$ cat src/rtl/pg_perm_pkg.sv
package pg_perm_pkg;
  typedef enum logic [1:0] {
    ACC_LOAD  = 2'd0,
    ACC_STORE = 2'd1,
    ACC_FETCH = 2'd2,
    ACC_LOAD2 = 2'd3
  } acc_e;

  localparam int P_R = 0;
  localparam int P_W = 1;
  localparam int P_X = 2;

  localparam int C_PROT  = 0;
  localparam int C_STORE = 1;
  localparam int C_CKEY  = 2;
  localparam int C_NXG   = 3;
endpackage

$ cat src/rtl/pg_pp_decode.sv
module pg_pp_decode (
  input  logic       key,
  input  logic [2:0] code,
  output logic [2:0] perm
);
  always_comb begin
    perm = 3'b000;
    if (!key) begin
      unique case (code)
        3'd0, 3'd1, 3'd2: perm = 3'b111;
        3'd3, 3'd6:       perm = 3'b101;
        default:          perm = 3'b000;
      endcase
    end else begin
      unique case (code)
        3'd1, 3'd3: perm = 3'b101;
        3'd2:       perm = 3'b111;
        default:    perm = 3'b000;
      endcase
    end
  end
endmodule

$ cat src/rtl/pg_ckey_mask.sv
module pg_ckey_mask #(
  parameter int KEY_W = 5,
  localparam int NKEYS = 1 << KEY_W,
  localparam int MASK_W = 2 * NKEYS
) (
  input  logic [KEY_W-1:0]  key,
  input  logic [MASK_W-1:0] data_mask,
  input  logic [MASK_W-1:0] fetch_mask,
  input  logic              data_en,
  input  logic              fetch_en,
  output logic [2:0]        perm
);
  // Pair for key k starts at 2*(NKEYS-1-k); NKEYS-1-k equals ~k.
  logic [KEY_W:0] lo_idx, hi_idx;
  assign lo_idx = {~key, 1'b0};
  assign hi_idx = {~key, 1'b1};

  always_comb begin
    perm[0] = !(data_en && data_mask[lo_idx]);
    perm[1] = !(data_en && data_mask[hi_idx]);
    perm[2] = !(fetch_en && fetch_mask[lo_idx]);
  end
endmodule

$ cat src/rtl/pg_fault_enc.sv
module pg_fault_enc
  import pg_perm_pkg::*;
(
  input  logic [1:0] acc,
  input  logic [2:0] pp_perm,
  input  logic [2:0] nx_perm,
  input  logic [2:0] ck_perm,
  output logic [2:0] comb_perm,
  output logic       grant,
  output logic [3:0] cause
);
  logic [2:0] need;
  logic       is_fetch, is_store;

  assign is_fetch = (acc == ACC_FETCH);
  assign is_store = (acc == ACC_STORE);

  always_comb begin
    need = 3'b000;
    if (is_fetch)      need[P_X] = 1'b1;
    else if (is_store) need[P_W] = 1'b1;
    else               need[P_R] = 1'b1;
  end

  assign comb_perm = pp_perm & nx_perm & ck_perm;
  assign grant     = |(need & comb_perm);

  always_comb begin
    cause = 4'b0000;
    if (!grant) begin
      if (is_fetch) begin
        cause[C_NXG]  = !nx_perm[P_X];
        cause[C_PROT] = nx_perm[P_X] && !pp_perm[P_X];
        cause[C_CKEY] = !ck_perm[P_X];
      end else begin
        cause[C_PROT]  = |(need & ~pp_perm);
        cause[C_STORE] = is_store;
        cause[C_CKEY]  = |(need & ~ck_perm);
      end
    end
  end
endmodule

$ cat src/rtl/pg_perm_eval.sv
module pg_perm_eval
  import pg_perm_pkg::*;
#(
  parameter int KEY_W        = 5,
  parameter int LVL_W        = 2,
  parameter int CKEY_MIN_LVL = 1,
  parameter int XMASK_MIN_LVL = 2,
  localparam int MASK_W = 2 * (1 << KEY_W)
) (
  input  logic              clk,
  input  logic              rst,
  input  logic              req_valid,
  input  logic [1:0]        acc_type,
  input  logic              prob_state,
  input  logic              seg_key_user,
  input  logic              seg_key_sup,
  input  logic [1:0]        pp_lo,
  input  logic              pp_hi,
  input  logic              no_exec,
  input  logic              guarded,
  input  logic [KEY_W-1:0]  page_ckey,
  input  logic [MASK_W-1:0] ckey_data_mask,
  input  logic [MASK_W-1:0] ckey_fetch_mask,
  input  logic [LVL_W-1:0]  mmu_level,
  input  logic              ref_in,
  input  logic              chg_in,
  output logic              rsp_valid,
  output logic [2:0]        perm,
  output logic              grant,
  output logic [3:0]        cause,
  output logic              ref_out,
  output logic              chg_out,
  output logic              wb_req
);
  localparam logic [LVL_W-1:0] CK_LVL = LVL_W'(CKEY_MIN_LVL);
  localparam logic [LVL_W-1:0] XM_LVL = LVL_W'(XMASK_MIN_LVL);

  logic       key_sel;
  logic [2:0] pp_perm, nx_perm, ck_perm, comb_perm;
  logic       grant_c;
  logic [3:0] cause_c;
  logic [2:0] perm_c;
  logic       ref_c, chg_c, wb_c, is_store;

  assign key_sel  = prob_state ? seg_key_user : seg_key_sup;
  assign nx_perm  = (no_exec || guarded) ? 3'b011 : 3'b111;
  assign is_store = (acc_type == ACC_STORE);

  pg_pp_decode u_pp (
    .key  (key_sel),
    .code ({pp_hi, pp_lo}),
    .perm (pp_perm)
  );

  pg_ckey_mask #(.KEY_W(KEY_W)) u_ck (
    .key        (page_ckey),
    .data_mask  (ckey_data_mask),
    .fetch_mask (ckey_fetch_mask),
    .data_en    (mmu_level >= CK_LVL),
    .fetch_en   (mmu_level >= XM_LVL),
    .perm       (ck_perm)
  );

  pg_fault_enc u_fe (
    .acc       (acc_type),
    .pp_perm   (pp_perm),
    .nx_perm   (nx_perm),
    .ck_perm   (ck_perm),
    .comb_perm (comb_perm),
    .grant     (grant_c),
    .cause     (cause_c)
  );

  always_comb begin
    perm_c = comb_perm;
    ref_c  = ref_in;
    chg_c  = chg_in;
    if (grant_c) begin
      ref_c = 1'b1;
      chg_c = chg_in | is_store;
      if (!is_store) perm_c[P_W] = 1'b0;
    end
    wb_c = grant_c && ((ref_c != ref_in) || (chg_c != chg_in));
  end

  always_ff @(posedge clk) begin
    if (rst || !req_valid) begin
      rsp_valid <= 1'b0;
      perm      <= 3'b000;
      grant     <= 1'b0;
      cause     <= 4'b0000;
      ref_out   <= 1'b0;
      chg_out   <= 1'b0;
      wb_req    <= 1'b0;
    end else begin
      rsp_valid <= 1'b1;
      perm      <= perm_c;
      grant     <= grant_c;
      cause     <= cause_c;
      ref_out   <= ref_c;
      chg_out   <= chg_c;
      wb_req    <= wb_c;
    end
  end
endmodule

$ cat config.mk
export PLATFORM = sky130hd
export DESIGN_NAME = pg_perm_eval
export DESIGN_NICKNAME = d
export VERILOG_FILES = /design/src/rtl/pg_perm_pkg.sv /design/src/rtl/pg_pp_decode.sv /design/src/rtl/pg_ckey_mask.sv /design/src/rtl/pg_fault_enc.sv /design/src/rtl/pg_perm_eval.sv
export SDC_FILE = /design/constraint.sdc
export NUM_CORES = 1
export LEC_CHECK = 0
export ABC_AREA = 1
export BUFFER_PORTS_ARGS = -buffer_cell sky130_fd_sc_hd__buf_2
export CAP_MARGIN = 20
export CORE_UTILIZATION = 36
export CTS_CLUSTER_DIAMETER = 100
export CTS_CLUSTER_SIZE = 10
export DETAILED_ROUTE_END_ITERATION = 10
export GPL_TIMING_DRIVEN = 0
export PLACE_DENSITY = 0.78
export SYNTH_ARGS = -nofsm -noshare
export SYNTH_HDL_FRONTEND = slang
export SYNTH_HIERARCHICAL = 1
export SYNTH_SLANG_ARGS = --single-unit
$ cat constraint.sdc
create_clock -name clk -period 2.09 [get_ports clk]
set_input_delay 0.209 -clock clk [delete_from_list [all_inputs] [get_ports clk]]
set_output_delay 0.209 -clock clk [all_outputs]
set_load 0.01 [all_outputs]
==> results.py, run 1 <==
metrics = {
    "status": {
        "status": "complete, no violations",
    },
    "final_layout": {
        "seq_area_sq_um": 240,
        "area_growth_pct": 48.0,
        "diodes": 0,
        "instances_no_fill": 504,
        "fin_nets": 608,
        "multi_input_area_sq_um": 1140,
        "nFillCells": 428,
        "drive_gt1_share_pct": 33.7,
    },
    "routing": {
        "wl_met1_um": 2410,
        "first_pass_iters": 4,
        "wl_um": 5680,
        "drcViolationCount": 0,
        "routed_via_density": 4.77,
        "top_layer": "met4",
        "wl_per_cell_um": 11.3,
        "drtAntennaViolNets": 0,
        "drt-initial-drc-count": 178,
        "met3WireLength_um": 433,
        "vias": 2403,
        "wl_met2_um": 2660,
    },
    "sta": {
        "max_freq_ghz": 0.533,
        "setup_viol": 0,
        "final-hold-violation-count": 0,
        "fin_crit_sh_pct": 89.7,
        "maxSlewViolCount": 0,
        "rsz0062_at_grt": "no",
        "holdWs_ns": 0.167,
        "finalCriticalPeriod_ns": 1.88,
    },
    "critical_path": {
        "end_kind": "flip-flop",
        "crit_chain": "buf_2, clkbuf_1, nand3_1, nand3_1, nand2_1, nand2_1, nand3_1, nand3_1, nand2_1, nor2_2, nand2_1, nand3_2, nand3_1, o21ai_1",
        "cpPeakStageDelay_ns": 0.37,
        "crit_top_cell": "nand3_1",
        "slowest_stage": "clkbuf_1",
        "start_kind": "input pin",
        "critPathRequiredTime_ns": 2.25,
        "worstPathArrival_ns": 2.04,
        "cp_max_fo": 10,
        "crit_buf_inv": 2,
        "path_class": "input pin to flip-flop",
        "critPathTopFamily": "simple AND/OR/NAND/NOR gates",
    },
    "clocking": {
        "clk_pin_slew_ns": 0.05,
        "htreeDepth": 1,
        "numClockSinks": 12,
        "clockRootBuffer": "clkbuf_8",
        "cts_inserted_buffers": 3,
        "cts_hold_buf": 0,
        "cts_tree": "built",
        "clk_path_buf_depth": 2,
    },
    "placed_design": {
        "hpwl_um": 4700,
        "gp_congestion": 0.921,
        "portBuffers": 128,
        "placed_cells": 501,
    },
    "global_route": {
        "gr-usage-all-layers_pct": 25.4,
        "grt_pass1_wl_um": 9030,
        "grt_pass1_vias": 2163,
        "antenna_found_initial": 0,
        "gr-total-overflow": 0,
        "grt_max_degree": 11,
    },
    "pwr": {
        "powerDensity_nw_per_um2": 359,
        "irDropWorstVdd_mv": 0.139,
        "p_leak_nw": 1.44,
        "power_w": 0.000844,
    },
    "synth": {
        "ys.flop_type": "dfxtp_1",
        "synth_common_cells": "142 x nand2_1, 86 x nand3_1, 29 x inv_1",
        "netlist_area_sq_um": 1590,
        "synth_edf_count": 0,
        "synthArstFlopShare_pct": 0,
        "yosysUniqueCellTypes": 20,
        "synth.avg_cell_area_sq_um": 4.96,
        "synth_largest_area_cell": "nand2_1",
        "yosysMostFrequentCell": "nand2_1",
        "ys_ff_latch": 12,
        "yosysSeqAreaShare_pct": 15.1,
        "synth_top_area_share_pct": 33.6,
        "netlist_top_cells_area": "nand2_1 34%, nand3_1 27%, dfxtp_1 15%",
        "yosys_warnings": 6,
        "postSynthCellCount": 320,
    },
    "floorplan": {
        "start_util_pct": 38.6,
        "io_pins": 162,
        "fp.dieW_um": 68.4,
        "core.rowCount": 23,
        "die_area_sq_um": 4680,
        "core_area_sq_um": 4120,
        "die_y_um": 68.4,
    },
    "run": {
        "cap_violations": 0,
    },
    "min_path": {
        "hp-class": "input pin to flip-flop",
    },
}
==> final cells by class <==
type / instances / area share (%)
multi-input combinational: 261 / 48.5
timing repair buffer: 128 / 27.3
sequential: 12 / 10.2
inverter: 31 / 4.95
buffer: 19 / 4.58
tap: 50 / 2.66
clock buffer: 3 / 1.76
==> placed cells by master, fill, tap and decap left out <==
| cell type | Yosys | final |
|---|---|---|
| nand3_2 | 1 | 1 |
| nand2_1 | 142 | 142 |
| inv_1 | 29 | 29 |
| nand3_1 | 86 | 86 |
| a21oi_1 | 2 | 2 |
| o21ai_0 | 3 | 2 |
| clkbuf_4 | 0 | 2 |
| nor2_1 | 15 | 15 |
| o21ai_1 | 0 | 1 |
| buf_2 | 9 | 135 |
| a21oi_2 | 1 | 1 |
| clkbuf_1 | 4 | 4 |
| nor2_4 | 1 | 1 |
| clkbuf_2 | 0 | 1 |
| or2_2 | 1 | 1 |
| nand4_1 | 2 | 2 |
| clkbuf_8 | 0 | 3 |
| ha_1 | 2 | 2 |
| conb_1 | 1 | 4 |
| nor2_2 | 1 | 1 |
| buf_4 | 5 | 5 |
| dfxtp_1 | 12 | 12 |
| inv_2 | 2 | 2 |
==> flip-flops by register name (all words and copies together), names as in the netlist <==
register and cells:
chg_out 1, cause 4, wb_req 1, perm 3
grant 1, ref_out 1, rsp_valid 1
==> cells by family after synthesis <==
kind of cell	count (synthesis)	synth area share, %
AND/OR/NAND/NOR	249	67.2
buffers and inverters	50	13.7
flip-flops	12	15.1
AO/OA/AOI/OAI	6	2.13
adder cells (fa/ha/maj)	2	1.58
other	1	0.236
==> final timing paths <==
path	startpoint	end	slack [ns]	depth (start not counted)
hold / removal	ref_in	wb_req	0.17	2
setup / recovery	page_ckey[1]	chg_out	0.21	14
==> timing repair <==
item | CTS | global route
endpoints found under the hold margin | 0 | 0
resized for setup | 0 | 4
buffers inserted | 0 | 0
endpoints found under the setup margin | 0 | 1
==> where the power goes <==
part | internal, W | switching [W]
Clock | 0.000126 | 0.0000786
Sequential | 0.000237 | 0.00000172
Combinational | 0.000183 | 0.000216
Total | 0.000547 | 0.000297
==> metal layers <==
layer / up-vias / global-route usage (%)
li1: 1274 / -
met1: 1003 / 30.8
met2: 107 / 44.1
met3: 19 / 3.33
met4: 0 / 11.2
met5: - / 0
==> metrics by stage <==
stage                     TNS (ns)  setup slack (ns)  utilization [%]  instance area (sq um)
after floorplan                  0             0.402                -                   1600
after global placement           0            0.0357             55.9                   2300
after detailed placement    -0.112            -0.112             55.9                   2300
after CTS                        0             0.134             56.9                   2340
after global routing             0            0.0162             57.1                   2350
final                            0             0.214             57.1                   2350
Power figures use the tool's default switching activity.
==> inputs of run 2 (changes only) <==
--- a/config.mk
+++ b/config.mk
@@ -8,12 +8,14 @@
 export ABC_AREA = 1
 export BUFFER_PORTS_ARGS = -buffer_cell sky130_fd_sc_hd__buf_2
 export CAP_MARGIN = 20
-export CORE_UTILIZATION = 36
+export CELL_PAD_IN_SITES_DETAIL_PLACEMENT = 1
+export CELL_PAD_IN_SITES_GLOBAL_PLACEMENT = 1
+export CORE_UTILIZATION = 20
 export CTS_CLUSTER_DIAMETER = 100
 export CTS_CLUSTER_SIZE = 10
 export DETAILED_ROUTE_END_ITERATION = 10
 export GPL_TIMING_DRIVEN = 0
-export PLACE_DENSITY = 0.78
+export PLACE_DENSITY = 0.77
 export SYNTH_ARGS = -nofsm -noshare
 export SYNTH_HDL_FRONTEND = slang
 export SYNTH_HIERARCHICAL = 1
==> constraint.sdc (replaced) <==
create_clock -name clk -period 2.09 [get_ports clk]
set_input_delay 0.5225 -clock clk [delete_from_list [all_inputs] [get_ports clk]]
set_output_delay 0.5225 -clock clk [all_outputs]
set_load 0.01 [all_outputs]
==> results.py, run 2 (synthesis gave the netlist of run 1 again) <==
metrics = {
    "critical_path": {
        "end_kind": "flip-flop",
        "path_class": "input pin to flip-flop",
        "worstPathArrival_ns": 2.11,
        "start_kind": "input pin",
        "cp_max_fo": 7,
        "critPathRequiredTime_ns": 2.26,
    },
    "floorplan": {
        "core.rowCount": 32,
        "start_util_pct": 20.6,
        "io_pins": 162,
        "core_area_sq_um": 7690,
        "die_area_sq_um": 8290,
        "die_y_um": 91.1,
        "fp.dieW_um": 91.1,
    },
    "sta": {
        "max_freq_ghz": 0.517,
        "finalCriticalPeriod_ns": 1.93,
        "rsz0062_at_grt": "no",
        "fin_crit_sh_pct": 92.5,
        "final-hold-violation-count": 0,
        "maxSlewViolCount": 0,
        "setup_viol": 0,
    },
    "min_path": {
        "hp-class": "input pin to flip-flop",
        "holdPathStages": 2,
    },
    "final_layout": {
        "fin_nets": 612,
        "mostFrequentLayoutCells": "140 x nand2_1, 130 x buf_2, 78 x nand3_1",
        "seq_area_sq_um": 240,
        "top_regs": "cause: 4 flops, perm: 3 flops",
        "multi_input_area_sq_um": 1210,
        "instances_no_fill": 561,
        "final_area_sq_um": 2640,
        "largest_reg_flops": 4,
        "regMostFlops": "cause",
        "diodes": 0,
        "nFillCells": 1103,
        "final_common_cell": "nand2_1",
        "area_growth_pct": 66.2,
        "drive_gt1_share_pct": 38.1,
    },
    "global_route": {
        "antenna_found_initial": 0,
        "gr-total-overflow": 0,
        "grt_max_degree": 11,
        "grt_pass1_wl_um": 11500,
        "gr-usage-all-layers_pct": 16.7,
        "grt_pass1_vias": 2594,
    },
    "pwr": {
        "p_leak_nw": 1.54,
        "irDropWorstVdd_mv": 0.147,
        "power_w": 0.000946,
        "powerDensity_nw_per_um2": 359,
    },
    "routing": {
        "drt-initial-drc-count": 54,
        "vias": 2475,
        "drtAntennaViolNets": 0,
        "wl_um": 7260,
        "routed_via_density": 4.41,
        "first_pass_iters": 4,
        "drcViolationCount": 0,
        "wl_per_cell_um": 12.9,
    },
    "clocking": {
        "clk_pin_slew_ns": 0.05,
        "numClockSinks": 12,
        "cts_inserted_buffers": 3,
        "htreeDepth": 1,
        "clk_path_buf_depth": 2,
        "cts_tree": "built",
        "clockRootBuffer": "clkbuf_8",
        "cts_hold_buf": 0,
    },
    "status": {
        "status": "complete, no violations",
    },
    "placed_design": {
        "portBuffers": 128,
        "hpwl_um": 5910,
        "placed_area_sq_um": 2370,
        "placed_cells": 553,
        "gp_congestion": 0.766,
    },
    "run": {
        "cap_violations": 0,
    },
}
## run 2: final cells by class
| class | instances | area share (%) |
|---|---|---|
| Clock buffer | 4 | 2.09 |
| Sequential cell | 12 | 9.11 |
| Multi-Input combinational cell | 261 | 45.8 |
| Tap cell | 102 | 4.84 |
| Inverter | 31 | 4.51 |
| Buffer | 19 | 6.12 |
| Timing Repair Buffer | 132 | 27.5 |
## run 2: through the flow
step	hold slack, ns	utilization [%]	setup slack (ns)	setup TNS [ns]
final	0.483	34.3	0.156	0
after global routing	0.488	34.3	0.0124	0
after CTS	0.489	31.8	0.0186	0
after detailed placement	0.742	30.8	-0.402	-2.81
after global placement	0.726	30.8	-0.394	-2.73
after floorplan	0.601	-	0.0888	0
## run 2: path summary, 6_finish.rpt
check / start / to / slack [ns]
setup / recovery: page_ckey[0] / cause[1] / 0.16
hold / removal: ref_in / wb_req / 0.48
## run 2: repair_timing
action / 4_1_cts / 5_1_grt
endpoints found under the setup margin: 8 / 9
buffers inserted: 0 / 1
pin swaps: 0 / 10
gates cloned: 0 / 3
hold endpoints to repair: 0 / 0
gates resized for setup: 9 / 32
## run 2: layer usage
layer / part of all wire (%) / vias up / track usage [%] / wire [um]
met1: 42 / 1119 / 19.3 / 3080
met4: 0.50 / 0 / 2.38 / 36
met2: 53 / 65 / 33.1 / 3820
li1: - / 1287 / - / -
met3: 4.4 / 4 / 1.76 / 323
met5: 0 / - / 0 / 0
## run 2: critical path: stages
cell	delay, ns
buf_4	0.14
inv_4	0.08
buf_8	0.14
buf_8	0.11
nand2_1	0.04
nand3_1	0.08
nand3_1	0.09
nand2_1	0.09
nand2_1	0.05
nand3_1	0.09
nand3_2	0.09
nand4_1	0.15
nand3_4	0.15
nor2_2	0.14
inv_1	0.06
nor2_1	0.08
## run 2: power breakdown
part	internal, W	switching (W)	leakage [nW]	total (W)
registers	0.000237	0.00000197	0.0978	0.000239
logic	0.000214	0.000247	1.41	0.000461
clock network	0.000166	0.0000797	0.0288	0.000246
==> inputs of run 3 (changes only) <==
--- a/config.mk
+++ b/config.mk
@@ -18,5 +18,4 @@
 export PLACE_DENSITY = 0.77
 export SYNTH_ARGS = -nofsm -noshare
 export SYNTH_HDL_FRONTEND = slang
-export SYNTH_HIERARCHICAL = 1
 export SYNTH_SLANG_ARGS = --single-unit
==> results.py, run 3 <==
metrics = {
    "sta": {
        "finalCriticalPeriod_ns": 1.89,
        "fin_ws_ns": 0.196,
        "max_freq_ghz": 0.528,
        "final-hold-violation-count": 0,
        "maxSlewViolCount": 0,
        "setup_viol": 0,
        "rsz0062_at_grt": "no",
        "fin_crit_sh_pct": 90.6,
        "slew-limit-headroom_pct": 71.0,
        "holdWs_ns": 0.502,
        "tightest_slew_ns": 0.434,
    },
    "global_route": {
        "grt_pass1_vias": 2382,
        "grt_pass1_wl_um": 10600,
        "gr-total-overflow": 0,
        "grt_max_degree": 11,
        "antenna_found_initial": 0,
        "gr-usage-all-layers_pct": 17.0,
    },
    "pwr": {
        "switchingPower_w": 0.000310,
        "clockPowerShare_pct": 28.0,
        "pwr-share-comb_pct": 45.2,
        "p_sw_share_pct": 34.5,
        "powerDensity_nw_per_um2": 380,
        "p_int_w": 0.000589,
        "p_leak_nw": 1.39,
        "irDropWorstVdd_mv": 0.124,
        "pwr-share-seq_pct": 26.7,
    },
    "placed_design": {
        "gp_congestion": 0.761,
        "preCtsSetupSlack_ns": -0.199,
        "portBuffers": 128,
        "hpwl_um": 5820,
    },
    "synth": {
        "ys_ff_latch": 12,
        "netlist_top_cells_area": "nand2_1 33%, nand3_1 28%, dfxtp_1 16%",
        "postSynthCellCount": 297,
        "netlist_area_sq_um": 1540,
        "synth_top_area_share_pct": 33.0,
        "synthArstFlopShare_pct": 0,
        "synth_largest_area_cell": "nand2_1",
        "ys.flop_type": "dfxtp_1",
        "synth_fp_nets": 449,
        "synth.avg_cell_area_sq_um": 5.17,
        "yosysUniqueCellTypes": 21,
        "yosysMostFrequentCell": "nand2_1",
        "yosysSeqAreaShare_pct": 15.6,
        "synth_common_cells": "135 x nand2_1, 85 x nand3_1, 14 x inv_1",
        "yosys_warnings": 0,
        "synth_edf_count": 0,
    },
    "routing": {
        "wl_um": 6830,
        "drt-initial-drc-count": 69,
        "routed_via_density": 4.44,
        "vias": 2344,
        "wl_per_cell_um": 12.9,
        "first_pass_iters": 4,
        "drtAntennaViolNets": 0,
        "drcViolationCount": 0,
    },
    "clocking": {
        "cts_tree": "built",
        "numClockSinks": 12,
        "clockRootBuffer": "clkbuf_8",
        "htreeDepth": 1,
        "clk_path_buf_depth": 2,
        "cts_inserted_buffers": 3,
        "clk_pin_slew_ns": 0.05,
    },
    "critical_path": {
        "critPathRequiredTime_ns": 2.22,
        "end_kind": "flip-flop",
        "start_kind": "input pin",
        "path_class": "input pin to flip-flop",
        "cp_max_fo": 10,
        "worstPathArrival_ns": 2.02,
    },
    "status": {
        "status": "complete, no violations",
    },
    "min_path": {
        "holdPathStages": 3,
        "hold_end": "chg_out",
        "hp-class": "input pin to flip-flop",
        "min_from": "chg_in",
    },
    "run": {
        "cap_violations": 0,
    },
    "final_layout": {
        "regMostFlops": "cause",
        "mostFrequentLayoutCells": "136 x buf_2, 135 x nand2_1, 85 x nand3_1",
        "diodes": 0,
        "final_common_cell": "buf_2",
        "largest_reg_flops": 4,
        "fin_nets": 582,
        "top_regs": "cause: 4 flops, perm: 3 flops",
        "area_growth_pct": 54.1,
        "drive_gt1_share_pct": 36.4,
    },
    "floorplan": {
        "die_y_um": 89.7,
        "start_util_pct": 21.0,
        "core.rowCount": 31,
        "fp.dieW_um": 89.7,
        "core_area_sq_um": 7330,
        "io_pins": 162,
        "die_area_sq_um": 8040,
    },
}
run 3: worst max path at each step:
stage	slack [ns]	cells past startpoint	startpoint	endpoint
3_3_place_gp	-0.12	12	page_ckey[2]	ref_out
5_1_grt	0.001	14	page_ckey[0]	ref_out
6_report	0.20	15	page_ckey[0]	ref_out
4_1_cts	0.03	11	page_ckey[2]	cause[1]
2_1_floorplan	0.31	14	page_ckey[1]	cause[2]
3_5_place_dp	-0.20	11	page_ckey[2]	cause[1]
run 3: layout make-up:
| type | count | area, sq um |
|---|---|---|
| fill | 1039 | 4960 |
| clock buffer | 4 | 55.1 |
| timing repair buffer | 128 | 641 |
| multi-input combinational | 251 | 1120 |
| buffer | 17 | 125 |
| tap | 99 | 124 |
| inverter | 17 | 63.8 |
| sequential | 12 | 240 |
run 3: repair_timing:
action / in CTS / in global routing
endpoints found under the setup margin: 0 / 9
hold buffers: 0 / 0
resized for setup: 0 / 6
setup buffers: 0 / 0
run 3: critical path: stages:
cell	delay, ns
buf_2	0.13
inv_2	0.06
buf_6	0.14
buf_6	0.15
nand2_1	0.06
nand3_1	0.06
nand3_1	0.10
nand2_1	0.09
nand2_1	0.05
nand3_1	0.09
nand3_1	0.11
nand3_1	0.13
nand3_2	0.11
nand2_1	0.13
o21ai_1	0.09
run 3: layer usage:
layer / GRT usage, % / part of all wire [%] / vias to the layer above
li1: - / - / 1232
met1: 20.1 / 43 / 1022
met2: 33.1 / 51 / 82
met3: 1.65 / 5.6 / 8
met4: 3.17 / 1.0 / 0
met5: 0 / 0 / -
run 3: stage by stage:
| step | cells | TNS [ns] | instance area [sq um] | total power, W | util, % |
|---|---|---|---|---|---|
| 3_5_place_dp | 524 | -1.15 | 2300 | 0.000652 | 31.4 |
| 2_1_floorplan | 297 | 0 | 1540 | 0.000466 | - |
| 3_3_place_gp | 524 | -0.649 | 2300 | 0.000640 | 31.4 |
| 5_1_grt | 528 | 0 | 2370 | 0.000967 | 32.3 |
| 4_1_cts | 528 | 0 | 2360 | 0.000901 | 32.1 |
| 6_report | 528 | 0 | 2370 | 0.000899 | 32.3 |
run 3: logic make-up (layout without fill, tap and decap cells):
group | Yosys count | in the layout | synth area share (%)
and+or+nand+nor | 239 | 239 | 67.0
buffers and inverters | 34 | 166 | 11.9
DFF | 12 | 12 | 15.6
AOI/OAI and AO/OA | 9 | 9 | 3.18
adders and majority gates | 2 | 2 | 1.63
muxes | 1 | 1 | 0.651
run 3: power by group through the flow:
| stage | Combinational (W) | Sequential [W] | Clock, W |
|---|---|---|---|
| after CTS | 0.000410 | 0.000241 | 0.000251 |
| final | 0.000407 | 0.000240 | 0.000252 |
| after global routing | 0.000466 | 0.000241 | 0.000260 |
| after detailed placement | 0.000407 | 0.000245 | 0 |
| after global placement | 0.000395 | 0.000245 | 0 |
| after floorplan | 0.000216 | 0.000250 | 0 |
